File: src/rtl/magcmp_pkg.sv
package magcmp_pkg;

    typedef struct packed {
        logic gt;
        logic eq;
        logic lt;
    } cmp_res_t;

    localparam cmp_res_t CASC_SEED = '{gt: 1'b0, eq: 1'b1, lt: 1'b0};

endpackage

File: src/rtl/cmp_core.sv
module cmp_core #(
    parameter int W = 4
) (
    input  logic [W-1:0] a,
    input  logic [W-1:0] b,
    output logic         a_gt_b,
    output logic         a_eq_b
);

    logic [W:0] eq_run;

    assign eq_run[0] = 1'b1;

    generate
        for (genvar i = 0; i < W; i++) begin : g_eq
            assign eq_run[i+1] = eq_run[i] & ~(a[i] ^ b[i]);
        end
    endgenerate

    assign a_eq_b = eq_run[W];

    always_comb begin
        logic decided;
        decided = 1'b0;
        a_gt_b  = 1'b0;
        for (int i = W - 1; i >= 0; i--) begin
            if (!decided && (a[i] != b[i])) begin
                decided = 1'b1;
                a_gt_b  = a[i];
            end
        end
    end

endmodule

File: src/rtl/cmp_slice.sv
module cmp_slice
    import magcmp_pkg::*;
#(
    parameter int W = 4
) (
    input  logic [W-1:0] a,
    input  logic [W-1:0] b,
    input  cmp_res_t     cin,
    output cmp_res_t     cout
);

    logic loc_gt;
    logic loc_eq;
    logic loc_lt;

    cmp_core #(.W(W)) u_core (
        .a      (a),
        .b      (b),
        .a_gt_b (loc_gt),
        .a_eq_b (loc_eq)
    );

    assign loc_lt = ~loc_gt & ~loc_eq;

    always_comb begin
        cout.gt = loc_gt | (loc_eq & cin.gt);
        cout.eq = loc_eq & cin.eq;
        cout.lt = loc_lt | (loc_eq & cin.lt);
    end

endmodule

File: src/rtl/mag_cmp_chain.sv
module mag_cmp_chain
    import magcmp_pkg::*;
#(
    parameter int SLICE_W    = 4,
    parameter int NUM_SLICES = 3
) (
    input  logic [SLICE_W*NUM_SLICES-1:0] a_i,
    input  logic [SLICE_W*NUM_SLICES-1:0] b_i,
    output logic                          gt_o,
    output logic                          eq_o,
    output logic                          lt_o
);

    localparam int WORD_W = SLICE_W * NUM_SLICES;

    cmp_res_t link [NUM_SLICES+1];

    assign link[0] = CASC_SEED;

    generate
        for (genvar s = 0; s < NUM_SLICES; s++) begin : g_slice
            cmp_slice #(.W(SLICE_W)) u_slice (
                .a    (a_i[s*SLICE_W +: SLICE_W]),
                .b    (b_i[s*SLICE_W +: SLICE_W]),
                .cin  (link[s]),
                .cout (link[s+1])
            );
        end
    endgenerate

    assign gt_o = link[NUM_SLICES].gt;
    assign eq_o = link[NUM_SLICES].eq;
    assign lt_o = link[NUM_SLICES].lt;

endmodule

File: config.mk
export PLATFORM = sky130hd
export DESIGN_NAME = mag_cmp_chain
export DESIGN_NICKNAME = d
export VERILOG_FILES = /design/src/rtl/magcmp_pkg.sv /design/src/rtl/cmp_core.sv /design/src/rtl/cmp_slice.sv /design/src/rtl/mag_cmp_chain.sv
export SDC_FILE = /design/constraint.sdc
export NUM_CORES = 1
export LEC_CHECK = 0
export BUFFER_PORTS_ARGS = -buffer_cell sky130_fd_sc_hd__buf_2
export CAP_MARGIN = 20
export CORE_AREA = 3 3 40 42
export DETAILED_ROUTE_END_ITERATION = 8
export DIE_AREA = 0 0 43 45
export SLEW_MARGIN = 40
export SYNTH_ARGS = -nofsm -noshare
export SYNTH_HDL_FRONTEND = slang
export SYNTH_SLANG_ARGS = --single-unit
File: constraint.sdc
create_clock -name vclk -period 1.6
set_input_delay 0.24 -clock vclk [all_inputs]
set_output_delay 0.24 -clock vclk [all_outputs]
set_load 0.02 [all_outputs]
==> results.cfg <==
[outcome]
status = complete, but fails checks
violations = negative setup slack

[power]
peakVddDrop_uv = 142
leakagePower_uw = 0.000330
power.density_nw_per_um2 = 314

[synth]
syn_area_sq_um = 415
synthDistinctLibCells = 27
yosysTopAreaCell = ha_1
yosys_warnings = 0
synthDominantCellAreaShare_pct = 9.04
seq_area_frac_synth_pct = 0
syn-num-nets = 90
syn_inst = 63
synth_area_per_cell_sq_um = 6.59
ys_top_cells_by_area = ha_1, xnor2_1, inv_1

[timing]
clock.fmax_ghz = 0.562
final-setup-viol-count = 2
slew_violations = 0
worst_slew_pin_slew_ps = 297
fin_ws_ps = -180
fin_crit_sh_pct = 111
finalHoldViolations = 0
setup_tns_ps = -280
relSlewSlack_pct = 80.1
min_period_ps = 1780
rsz0062_at_grt = yes

[worst_hold_path]
hp-class = input pin to output pin

[route]
drt_wl_total_mm = 1.04
antenna_left = 0
routedWlPerCell_um = 9.43
drtPass1Iterations = 2
via_count = 544
drtIter0Drc = 6
via_per_inst = 4.95
remaining_drc_errors = 0

[floorplan]
dieArea_sq_um = 1940
coreArea_sq_um = 1280
io_pins = 27
die_w_um = 43
die_h_um = 45
initial_core_util_pct = 32.3
row_count = 13

[final_layout]
antenna_cells = 0
syn_to_final_growth_pct = 66.3
drive_above_1_share_pct = 46.3
n_clock_buffer = 0
final_nets = 124
utilization_pct = 53.7
layout.area.seq_sq_um = 0
seq_cell_count = 0
finalNonFillerCells = 110

[setup_path]
crit_path_max_fanout = 2
start_kind = input pin
cp-end-kind = output pin
cpMostUsedCell = buf_6
required_ps = 1360
worst-setup-path-type = input pin to output pin
crit_slowest_cell = a22o_1
path_cells = buf_6, inv_4, ha_4, and3b_1, o32ai_2, o211ai_1, a22o_1, o211ai_2, buf_6
cp_data_arrival_time_ps = 1540
max_stage_delay_ps = 240

[job]
maxCapViolations = 0

[global_routing]
antenna_found_initial = 0
track_usage_pct = 11.4
grt_max_degree = 6
grt_remaining_overflow = 0
grt_pass1_wl_mm = 1.84
grt_pass1_vias = 501

[clocking]
cts_setup_buffers = 0

[placement]
pre_cts_slack_ps = -308
dp_cells = 110
io_buffers = 27
gp_congestion = 0.691
hpwl_um = 914
==> timing repair <==
| action | in CTS | in global routing |
|---|---|---|
| resized for setup | 13 | 2 |
| endpoints found under the setup margin | 3 | 3 |
| pin swaps | 7 | 3 |
| hold buffers | 0 | 0 |
==> power by group <==
| group | total (uW) | switching (uW) | internal (uW) |
|---|---|---|---|
| Combinational | 217 | 104 | 113 |
| Sequential | 0 | 0 | 0 |
| Clock | 0 | 0 | 0 |
| Total | 217 | 104 | 113 |
==> worst paths after layout <==
path	startpoint	end	cells past startpoint
max	b_i[11]	gt_o	9
min	b_i[8]	lt_o	4
==> logic make-up (layout without fill, tap and decap cells) <==
kind of cell               Yosys count  count (layout)  share of synthesized area (%)
adders and majority gates            3               3                           9.04
and+or+nand+nor                     27              27                           36.4
xor gates and xnor gates             6               6                           12.7
buffers and inverters                7              39                           6.33
AOI/OAI and AO/OA                   20              20                           35.5
==> cell usage in the layout (no fill, tap or decap) <==
master	count
nand4b_1	1
o32ai_2	1
a21bo_1	1
nand4_1	1
xnor2_1	4
o21ai_0	1
nand2_1	5
a31oi_1	1
a21o_1	1
buf_4	7
and3_1	2
a21boi_1	1
nor2_4	1
a21oi_2	1
ha_1	1
nand3_1	1
inv_1	6
inv_4	1
nor2b_2	1
buf_6	2
o211ai_1	2
nand3_4	1
nand4bb_1	1
o211ai_2	1
nor2_1	4
a22o_1	1
buf_2	23
ha_4	2
nand2b_1	4
a31oi_2	1
and3b_1	1
a311oi_1	1
nor2_2	1
a21oi_1	4
nor2b_1	3
o22ai_1	2
xor2_1	2
o22ai_2	1
==> metal layers <==
layer	part of all wire, %	GRT usage, %
met1	37	12.6
met2	55	24.9
met3	7.4	0.398
met4	0	0
met5	0	0
==> synthesized netlist by cell type <==
master     instances
inv_1              7
nor2_1             6
a21oi_1            5
nand2_1            5
nand2b_1           4
xnor2_1            4
ha_1               3
nor2b_1            3
o22ai_1            3
a31oi_1            2
and3_1             2
nand3_1            2
o211ai_1           2
xor2_1             2
a21bo_1            1
a21boi_1           1
a21o_1             1
a22o_1             1
a311oi_1           1
and3b_1            1
nand4_1            1
nand4b_1           1
nand4bb_1          1
nor2b_2            1
o211ai_2           1
o21ai_0            1
o32ai_2            1
==> through the flow <==
| stage | total power [uW] | hold WS [ps] | area, sq um |
|---|---|---|---|
| floorplan | 116 | 697 | 434 |
| global placement | 186 | 931 | 626 |
| detailed placement | 188 | 939 | 626 |
| CTS | 212 | 919 | 678 |
| global route | 243 | 935 | 691 |
| finish | 217 | 914 | 691 |
==> worst max-delay path: cells and delay by family <==
kind | cells | cell delay [ps]
AOI/OAI and AO/OA | 4 | 670
adders and majority gates | 1 | 190
buffers and inverters | 3 | 280
and+or+nand+nor | 1 | 160
==> final cells by class <==
| cell class | count | area [sq um] |
|---|---|---|
| Fill cell | 136 | 594 |
| Multi-Input combinational cell | 56 | 453 |
| Timing Repair Buffer | 32 | 190 |
| Inverter | 7 | 28.8 |
| Tap cell | 15 | 18.8 |
Power figures use the tool's default switching activity.
